## config.mk

```make
export PLATFORM = sky130hd
export DESIGN_NAME = trigpwm_top
export DESIGN_NICKNAME = d
export VERILOG_FILES = /design/src/rtl/trigpwm_pkg.sv /design/src/rtl/trigpwm_regs.sv /design/src/rtl/trigpwm_chan.sv /design/src/rtl/trigpwm_top.sv
export SDC_FILE = /design/constraint.sdc
export NUM_CORES = 2
export LEC_CHECK = 0
export ABC_AREA = 1
export BUFFER_PORTS_ARGS = -buffer_cell sky130_fd_sc_hd__buf_4
export CAP_MARGIN = 20
export CORE_MARGIN = 5
export CORE_UTILIZATION = 40
export CTS_CLUSTER_SIZE = 10
export DETAILED_ROUTE_END_ITERATION = 12
export GPL_TIMING_DRIVEN = 0
export PLACE_DENSITY = 0.64
export SETUP_SLACK_MARGIN = 0.15
export SLEW_MARGIN = 40
export SYNTH_ARGS = -nofsm -noshare
export SYNTH_HDL_FRONTEND = slang
export SYNTH_SLANG_ARGS = --single-unit
```

## constraint.sdc

```tcl
create_clock -name clk -period 4.4 [get_ports clk]
set_input_delay 0.88 -clock clk [delete_from_list [all_inputs] [get_ports clk]]
set_output_delay 0.88 -clock clk [all_outputs]
set_load 0.005 [all_outputs]
```

## src/rtl/trigpwm_pkg.sv

```systemverilog
package trigpwm_pkg;
    localparam int CNT_W = 24;
    localparam int PS_W  = 3;

    typedef struct packed {
        logic [PS_W-1:0]  ps;
        logic [CNT_W-1:0] pc;
        logic [CNT_W-1:0] dc;
        logic             pol;
    } chan_cfg_t;
endpackage

```

## src/rtl/trigpwm_regs.sv

```systemverilog
module trigpwm_regs
    import trigpwm_pkg::*;
#(
    parameter int NCH = 6,
    parameter int AW  = 8,
    parameter int DW  = 32
) (
    input  logic                  clk,
    input  logic                  rst_n,
    input  logic [AW-1:0]         addr,
    input  logic [DW-1:0]         wdata,
    input  logic                  we,
    output logic [DW-1:0]         rdata,
    output chan_cfg_t [NCH-1:0]   cfg,
    output logic [NCH-1:0]        trig,
    output logic [NCH-1:0]        smooth
);
    localparam int CTRL_ADDR  = 0;
    localparam int PS_ADDR    = 4;
    localparam int CNT_BASE   = 8;
    localparam int CNT_STRIDE = 8;
    localparam int DC_OFS     = 4;
    localparam int POL_LSB    = 8;
    localparam int TYPE_LSB   = 16;
    localparam int SMOOTH_LSB = 24;
    localparam int PS_STRIDE  = 4;

    typedef struct packed {
        logic [NCH-1:0]            trig;
        logic [NCH-1:0]            pol;
        logic [NCH-1:0]            otype;
        logic [NCH-1:0]            smooth;
        logic [NCH-1:0][PS_W-1:0]  ps;
        logic [NCH-1:0][CNT_W-1:0] pc;
        logic [NCH-1:0][CNT_W-1:0] dc;
        logic [DW-1:0]             rdata;
    } regs_t;

    regs_t st_d, st_q;
    logic  cnt_hit;

    always_comb begin
        logic [DW-1:0] rd;
        st_d    = st_q;
        rd      = '0;
        cnt_hit = 1'b0;
        if (addr == AW'(CTRL_ADDR)) begin
            for (int n = 0; n < NCH; n++) begin
                rd[n]            = st_q.trig[n];
                rd[POL_LSB+n]    = st_q.pol[n];
                rd[TYPE_LSB+n]   = st_q.otype[n];
                rd[SMOOTH_LSB+n] = st_q.smooth[n];
                if (we) begin
                    st_d.trig[n]   = wdata[n];
                    st_d.pol[n]    = wdata[POL_LSB+n];
                    st_d.otype[n]  = wdata[TYPE_LSB+n];
                    st_d.smooth[n] = wdata[SMOOTH_LSB+n];
                end
            end
        end
        if (addr == AW'(PS_ADDR)) begin
            for (int n = 0; n < NCH; n++) begin
                rd[PS_STRIDE*n +: PS_W] = st_q.ps[n];
                if (we) st_d.ps[n] = wdata[PS_STRIDE*n +: PS_W];
            end
        end
        for (int n = 0; n < NCH; n++) begin
            if (addr == AW'(CNT_BASE + CNT_STRIDE*n)) begin
                rd[CNT_W-1:0] = st_q.pc[n];
                cnt_hit       = 1'b1;
                if (we) st_d.pc[n] = wdata[CNT_W-1:0];
            end
            if (addr == AW'(CNT_BASE + CNT_STRIDE*n + DC_OFS)) begin
                rd[CNT_W-1:0] = st_q.dc[n];
                cnt_hit       = 1'b1;
                if (we) st_d.dc[n] = wdata[CNT_W-1:0];
            end
        end
        st_d.rdata = rd;
    end

    always_ff @(posedge clk or negedge rst_n) begin
        if (!rst_n) st_q <= '0;
        else        st_q <= st_d;
    end

    always_comb begin
        for (int n = 0; n < NCH; n++) begin
            cfg[n].ps  = st_q.ps[n];
            cfg[n].pc  = st_q.pc[n];
            cfg[n].dc  = st_q.dc[n];
            cfg[n].pol = st_q.pol[n];
        end
    end

    assign rdata  = st_q.rdata;
    assign trig   = st_q.trig;
    assign smooth = st_q.smooth;


    count_rd_width_chk: assert property (@(posedge clk) disable iff (!rst_n)
        cnt_hit |=> rdata[DW-1:CNT_W] == '0);
endmodule

```

## src/rtl/trigpwm_chan.sv

```systemverilog
module trigpwm_chan
    import trigpwm_pkg::*;
#(
    parameter int IMM_DLY = 20
) (
    input  logic      clk,
    input  logic      rst_n,
    input  chan_cfg_t stage,
    input  logic      trig,
    input  logic      smooth,
    output logic      wave
);
    localparam int DLY_W = (IMM_DLY > 1) ? $clog2(IMM_DLY) : 1;

    typedef struct packed {
        chan_cfg_t        act;
        chan_cfg_t        pend;
        logic             pend_v;
        logic             pend_sm;
        logic             trig_prev;
        logic [DLY_W-1:0] dly;
        logic [PS_W-1:0]  tcnt;
        logic [CNT_W-1:0] cnt;
    } chan_st_t;

    chan_st_t       st_d, st_q;
    logic           rise, tick_end, per_end, load;
    logic [CNT_W:0] cnt_inc;

    always_comb begin
        rise     = trig & ~st_q.trig_prev;
        tick_end = (st_q.tcnt == st_q.act.ps);
        cnt_inc  = {1'b0, st_q.cnt} + 1'b1;
        per_end  = tick_end && (cnt_inc >= {1'b0, st_q.act.pc});
        load     = st_q.pend_v && (st_q.pend_sm ? per_end : (st_q.dly == '0));

        st_d           = st_q;
        st_d.trig_prev = trig;

        if (tick_end) begin
            st_d.tcnt = '0;
            st_d.cnt  = per_end ? '0 : cnt_inc[CNT_W-1:0];
        end else begin
            st_d.tcnt = st_q.tcnt + 1'b1;
        end

        if (load) begin
            st_d.act    = st_q.pend;
            st_d.pend_v = 1'b0;
            st_d.tcnt   = '0;
            st_d.cnt    = '0;
        end

        if (rise) begin
            st_d.pend    = stage;
            st_d.pend_v  = 1'b1;
            st_d.pend_sm = smooth;
            st_d.dly     = DLY_W'(IMM_DLY - 1);
        end else if (st_q.pend_v && !st_q.pend_sm && st_q.dly != '0) begin
            st_d.dly = st_q.dly - 1'b1;
        end
    end

    always_ff @(posedge clk or negedge rst_n) begin
        if (!rst_n) st_q <= '0;
        else        st_q <= st_d;
    end

    assign wave = st_q.act.pol ? (st_q.cnt < st_q.act.dc) : ~(st_q.cnt < st_q.act.dc);


    act_hold_chk: assert property (@(posedge clk) disable iff (!rst_n)
        !load |=> $stable(st_q.act));

    imm_wait_chk: assert property (@(posedge clk) disable iff (!rst_n)
        (st_q.pend_v && !st_q.pend_sm && st_q.dly != '0 && !rise) |=> st_q.pend_v);

    smooth_wait_chk: assert property (@(posedge clk) disable iff (!rst_n)
        (st_q.pend_v && st_q.pend_sm && !per_end && !rise) |=> st_q.pend_v);

    period_range_chk: assert property (@(posedge clk) disable iff (!rst_n)
        (st_q.act.pc != '0) |-> (st_q.cnt < st_q.act.pc));

    tick_range_chk: assert property (@(posedge clk) disable iff (!rst_n)
        st_q.tcnt <= st_q.act.ps);
endmodule

```

## src/rtl/trigpwm_top.sv

```systemverilog
module trigpwm_top
    import trigpwm_pkg::*;
#(
    parameter int NCH     = 6,
    parameter int AW      = 8,
    parameter int DW      = 32,
    parameter int IMM_DLY = 20
) (
    input  logic           clk,
    input  logic           rst_n,
    input  logic [AW-1:0]  bus_addr,
    input  logic [DW-1:0]  bus_wdata,
    input  logic           bus_we,
    output logic [DW-1:0]  bus_rdata,
    output logic [NCH-1:0] pwm_out
);
    chan_cfg_t [NCH-1:0] stage_cfg;
    logic [NCH-1:0]      trig, smooth, wave;

    trigpwm_regs #(.NCH(NCH), .AW(AW), .DW(DW)) u_regs (
        .clk    (clk),
        .rst_n  (rst_n),
        .addr   (bus_addr),
        .wdata  (bus_wdata),
        .we     (bus_we),
        .rdata  (bus_rdata),
        .cfg    (stage_cfg),
        .trig   (trig),
        .smooth (smooth)
    );

    for (genvar n = 0; n < NCH; n++) begin : g_chan
        trigpwm_chan #(.IMM_DLY(IMM_DLY)) u_chan (
            .clk    (clk),
            .rst_n  (rst_n),
            .stage  (stage_cfg[n]),
            .trig   (trig[n]),
            .smooth (smooth[n]),
            .wave   (wave[n])
        );
        assign pwm_out[n] = (~trig[n] & ~smooth[n]) | wave[n];
    end
endmodule

```

* After elaboration in Yosys (flattened, before gate mapping)
Index checks and enable logic that the tools add are counted.
** Word-level totals
- Register bits :: 1194
- Output and inout bits :: 38
- Input bits :: 43
** Cells by class
- $add $sub $neg :: 18
- Magnitude comparators :: 12
- Reductions and logical operators :: 75
- Equal/unequal tests :: 19
- Muxes and demuxes :: 82
- Bitwise logic cells :: 42
** Operators by type and width (count)
- 24-bit two-way mux :: 24
- 27-bit two-way mux :: 6
- 24-bit by 1-bit adder with 25-bit output, second input constant :: 6
- 25-bit by 24-bit >= comparator with 1-bit output :: 6
- 24-bit less-than comparator :: 6
- 5-bit two-way mux :: 12
- 8-bit by 6-bit == test with 1-bit output, second input constant :: 6
- 3-bit two-way mux :: 12
- 2-bit nonzero test :: 18
- 8-bit by 5-bit == test with 1-bit output, second input constant :: 4
- 5-bit zero test :: 6
- 5-bit nonzero test :: 6
- 5-bit by 1-bit subtractor with 5-bit output, second input constant :: 6
- 2-bit AND reduction :: 14
- 1-bit logical AND :: 24
- 6-bit two-way mux :: 4
- 1-bit inverter :: 24
- 3-bit by 1-bit adder with 3-bit output, second input constant :: 6
- 3-bit == test :: 6
- 1-bit two-way mux :: 18
- 8-bit by 4-bit == test with 1-bit output, second input constant :: 2
- 1-bit bitwise AND :: 12
- 2-bit two-way mux :: 6
- 8-bit by 3-bit == test with 1-bit output, second input constant :: 1
- other kinds (3) :: 13

* Longest topological paths before layout
- Depth after elaboration :: 15
- Depth in mapped cells :: 25

* Modules after synthesis
A second synthesis with hierarchy kept.
** Second synthesis, totals
- Cell total of the unflattened synthesis :: 7915
- Area total of the unflattened synthesis :: 63027.9 um^2
** Modules (own cells, without submodules)
- trigpwm_chan at g_chan[1].u_chan ... :: seq. area each 3478.3 um^2, area each 7517.2 um^2, times used 3, cells each 952
- trigpwm_regs :: seq. area each 9008.6 um^2, area each 17957.2 um^2, times used 1, cells each 2177
- trigpwm_chan at g_chan[5].u_chan :: seq. area each 3478.3 um^2, area each 7488.4 um^2, times used 1, cells each 963
- trigpwm_chan at g_chan[3].u_chan :: seq. area each 3478.3 um^2, area each 7479.7 um^2, times used 1, cells each 945
- trigpwm_chan at g_chan[0].u_chan :: seq. area each 3478.3 um^2, area each 7475.9 um^2, times used 1, cells each 962
- trigpwm_top :: seq. area each 0.0 um^2, area each 75.1 um^2, times used 1, cells each 12

* Worst setup path after synthesis
Ideal clock, no wire load.
- Path type :: register -> register
- Start :: register g_chan[2].u_chan.st_q[1] (netlist name)
- End :: register g_chan[2].u_chan.st_q[100] (netlist name)
- Slack :: 1.291 ns
- Clock period less this slack :: 3.109 ns
- Cell stages (with the launch flop) :: 24
- Arrival :: 2.992 ns
- Setup time :: 0.117 ns
- Cell sequence :: dfrtp_1 -> ha_1 -> nand2_1 -> inv_2 -> nand2_2 -> nor2_4 -> inv_1 -> nor3b_1 -> nand3_1 -> xor2_1 -> ha_1 -> nand4_1 -> inv_1 -> nand4_1 -> inv_1 -> nand3_1 -> nand3_2 -> nand2_2 -> nand2_4 -> nand3_2 -> buf_6 -> buf_6 -> nand2_1 -> nand2_1
** Between the ends
- Word-level cells in the longest chain between the ends :: 5
** Ends and longest elaborated chain
- start, declared :: RTL line trigpwm_chan.sv:26 : chan_st_t st_d, st_q;
- start signal, assigned :: RTL line trigpwm_chan.sv:66 : else st_q <= st_d;
- 24-bit by 1-bit adder with 25-bit output :: RTL line trigpwm_chan.sv:33 : cnt_inc = {1'b0, st_q.cnt} + 1'b1;
- 25-bit by 24-bit >= comparator with 1-bit output :: RTL line trigpwm_chan.sv:34 : per_end = tick_end && (cnt_inc >= {1'b0, st_q.act.pc});
- 1-bit logical AND :: RTL line trigpwm_chan.sv:34
- 1-bit two-way mux :: RTL line trigpwm_chan.sv:35 : load = st_q.pend_v && (st_q.pend_sm ? per_end : (st_q.dly == '0));
- 1-bit logical AND :: RTL line trigpwm_chan.sv:35
No other way between the ends.
A chain may end at the register's enable or synchronous reset.

* Worst setup path after layout
- Start :: register g_chan[5].u_chan.st_q[1] (netlist name)
- End :: register g_chan[5].u_chan.st_q[18] (netlist name)
** Between the ends
- Word-level cells in the longest chain between the ends :: 6
** Ends and longest elaborated chain (RTL line)
- start, declared :: trigpwm_chan.sv:26
- start signal, assigned :: trigpwm_chan.sv:66
- 24-bit by 1-bit adder with 25-bit output (*) :: trigpwm_chan.sv:33
- 25-bit by 24-bit >= comparator with 1-bit output :: trigpwm_chan.sv:34
- 1-bit logical AND :: trigpwm_chan.sv:34
- 24-bit two-way mux / 1-bit two-way mux (equally long branches) :: trigpwm_chan.sv:42, trigpwm_chan.sv:35
- 24-bit two-way mux / 1-bit logical AND (equally long branches) :: trigpwm_chan.sv:40, trigpwm_chan.sv:35
- 27-bit two-way mux / 2-bit nonzero test (equally long branches)
Every way passes the cells marked *; elsewhere a longest branch is shown, timed or not. The select of a mux whose other input is x is not followed.

==> impl_metrics.env <==
export IMPL_netlist_instances=7529
export IMPL_finalSetupViolCount=0
export IMPL_crit_required_ns=5.09
export IMPL_grt_pass1_vias=50200
export IMPL_routed_wl_um=197000
export IMPL_synthFlopType="dfrtp_1"
export IMPL_maxSlewViolCount=0
export IMPL_avgSynthCellArea_sq_um=8.04
export IMPL_dpl_cell_area_sq_um=64100
export IMPL_intPower_mw=20.3
export IMPL_synth_top_area_share_pct=49.3
export IMPL_comb_power_share_pct=25.6
export IMPL_fin_area_sq_um=68400
export IMPL_synth_edf_count=0
export IMPL_grt_first_pass_wirelength_um=303000
export IMPL_die_h_um=399
export IMPL_fin_cells=9839
export IMPL_hold_viol=0
export IMPL_drive_gt1_share_pct=6.71
export IMPL_ys_ff_latch=1194
export IMPL_drtIter0Drc=4896
export IMPL_firstDrtPassIters=6
export IMPL_clock_latency_ns=0.80
export IMPL_wire_per_inst_um=20.0
export IMPL_multi_input_area_sq_um=25600
export IMPL_crit_fanout=10
export IMPL_groute_usage_overall_pct=24.8
export IMPL_dieArea_sq_um=159000
export IMPL_h_tree_depth=4
export IMPL_final_cell_mix="nand2_1, dfrtp_1, inv_1, o21ai_0, nand4_1"
export IMPL_ff_latch_area_sq_um=29900
export IMPL_dp_slack_ns=0.195
export IMPL_syn_to_final_growth_pct=12.9
export IMPL_cts_buffers=144
export IMPL_power_switching_mw=11.2
export IMPL_fillers=14800
export IMPL_fmax_ghz=0.255
export IMPL_yosysTopAreaCell="dfrtp_1"
export IMPL_cts_tree="done"
export IMPL_core_area_sq_um=150000
export IMPL_synth_compound_area_share_pct=7.05
export IMPL_num_rows=142
export IMPL_start_kind="register"
export IMPL_clk_path_buf_depth=3
export IMPL_grt_overflow_total=0
export IMPL_final_setup_tns_ns=0
export IMPL_total_power_mw=31.5
export IMPL_status="completed"
export IMPL_antenna_found_initial=3
export IMPL_endpoint_kind="register"
export IMPL_criticalPathCategory="register to register"
export IMPL_grt_max_degree=112
export IMPL_finalCriticalPeriod_ns=3.93
export IMPL_syn_cell_area_sq_um=60600
export IMPL_clkPwrFrac_pct=35.1
export IMPL_dp_final_hpwl_um=150000
export IMPL_dieWidth_um=399
export IMPL_yosys_area_share_simple_pct=26.7
export IMPL_p_sw_share_pct=35.5
export IMPL_synth_top_family_by_area="simple AND/OR/NAND/NOR gates"
export IMPL_clk_pin_slew_ns=0.05
export IMPL_rsz0062_at_grt="false"
export IMPL_place_congestion=0.992
export IMPL_layout_commonest_cell="nand2_1"
export IMPL_synthAdderAreaFrac_pct=6.32
export IMPL_portBuffers=76
export IMPL_worstMarginPinSlew_ns=0.805
export IMPL_cts_sinks=1194
export IMPL_synth_xor_area_share_pct=2.02
export IMPL_power_frac_seq_pct=39.3
export IMPL_route_antenna_remaining_nets=0
export IMPL_synth_area_top_cells="dfrtp_1, nand2_1, ha_1, inv_1, nand4_1"
export IMPL_viasPerCell=5.23
export IMPL_nNetsFinal=8116
export IMPL_setup_ws_ns=0.471
export IMPL_clock_skew_final_ns=0.0386
export IMPL_cp_arrival_ns=4.62
export IMPL_synth_area_mux_share_pct=0
export IMPL_pin_count=81
export IMPL_cts_root_buffer="clkbuf_16"
export IMPL_drc=0
export IMPL_p_leak_nw=35.5
export IMPL_synth_warnings=0
export IMPL_async_flop_share_pct=100
export IMPL_relSlewSlack_pct=46.1
export IMPL_min_period_over_period_pct=89.3
export IMPL_hp_class="primary input to register"
export IMPL_max_cap_violations=0
export IMPL_power_density_nw_per_um2=460
export IMPL_vias=51500
export IMPL_seq_area_frac_synth_pct=49.3
export IMPL_synth_cell_types=43
export IMPL_initial_utilization_pct=40.3
export IMPL_placed_cells=9635
export IMPL_ir_worst_vdd_mv=0.353
## stage by stage
| step | hold slack [ns] | util, % |
|---|---|---|
| finish | 0.355 | 45.6 |
| global route | 0.348 | 45.6 |
| CTS | 0.297 | 45.5 |
| detailed placement | 0.425 | 42.7 |
| global placement | 0.421 | 42.4 |
| floorplan | 0.374 | - |
## flip-flops by register name, summed over array words and instances, names as in the netlist
name / flops
u_regs.smooth: 6
u_regs.cfg: 312
u_regs.st_q: 6
u_regs.rdata: 30
u_regs.trig: 6
g_chan.u_chan.st_q: 834
## worst paths after layout
kind	slack (ns)	startpoint	cells past startpoint	end
max	0.47	g_chan[5].u_chan.st_q[1]$_DFFE_PN0P_	22	g_chan[5].u_chan.st_q[18]$_DFFE_PN0P_
min	0.35	bus_wdata[25]	3	u_regs.smooth[1]$_DFFE_PN0P_
max reg2reg	0.47	g_chan[5].u_chan.st_q[1]$_DFFE_PN0P_	22	g_chan[5].u_chan.st_q[18]$_DFFE_PN0P_
min reg2reg	0.42	u_regs.trig[1]$_DFFE_PN0P_	0	g_chan[1].u_chan.st_q[32]$_DFF_PN0_
max in group asynchronous	0.92	rst_n	7	g_chan[4].u_chan.st_q[108]$_DFFE_PN0P_
min in group asynchronous	0.65	rst_n	2	u_regs.rdata[27]$_DFF_PN0_
## synth_stat cells (10+ instances only)
master	number
o22ai_1	10
buf_2	57
inv_2	43
nor4_1	15
xor2_1	81
nand2_2	11
nor3_1	70
o211ai_1	21
o21a_1	17
ha_1	306
nand3_2	11
dfrtp_1	1194
nand3_1	276
o31ai_1	11
clkbuf_1	267
a21oi_1	215
o21ai_0	528
nand2_1	2697
xnor2_1	59
nor2_1	245
inv_1	803
buf_6	29
buf_4	37
nand4_1	453
## power groups by stage
stage          combinational (mW)  clock (mW)  sequential [mW]
3_5_place_dp                 7.99           0             12.5
2_1_floorplan                5.50           0             12.3
4_1_cts                      8.03        11.3             12.3
3_3_place_gp                 7.77           0             12.5
6_report                     8.06        11.1             12.4
5_1_grt                      9.02        11.7             12.4
## layer usage
| layer | up-vias | routed length [um] | global-route usage, % |
|---|---|---|---|
| li1 | 24700 | - | - |
| met1 | 24700 | 86900 | 34.2 |
| met2 | 1782 | 86900 | 38.5 |
| met3 | 381 | 15000 | 5.20 |
| met4 | 2 | 8260 | 9.20 |
| met5 | - | 13 | 0 |
## repair_timing
item	4_1_cts	5_1_grt
hold buffers	1	0
endpoints found under the setup margin	0	235
resized for setup	0	17
setup buffers	0	0
hold endpoints to repair	74	0
## cell type report
type,instances,share of cell area (%)
timing repair buffer,91,1.42
antenna,4,0.0146
buffer,404,2.95
clock inverter,22,0.509
clock buffer,176,5.67
tap,2016,3.69
multi-input combinational,5078,37.4
inverter,854,4.69
sequential,1194,43.7
## critical path, cell delays in order (launching register included)
cell and delay [ns]:
dfrtp_1 0.44, ha_1 0.20, nand2_1 0.07, inv_2 0.08, nand3_1 0.11, nor2_1 0.12
nand3_1 0.14, nor2_2 0.20, nand2_1 0.15, nor2_2 0.14, xor2_2 0.12, ha_1 0.34
nand2_1 0.11, nor4_2 0.34, nand3_1 0.12, nand3_1 0.13, nand2_1 0.16, nand2_4 0.18
nand3_2 0.15, buf_6 0.23, buf_6 0.15, nand2_1 0.09, inv_1 0.04
## cell families after synthesis
kind of cell	count (synthesis)
simple gates	3814
flops	1194
xor+xnor	140
compound gates	816
buf+inv	1258
other cells	1
fa+ha+maj	306
Note: power is estimated with default switching activity, not from simulation.
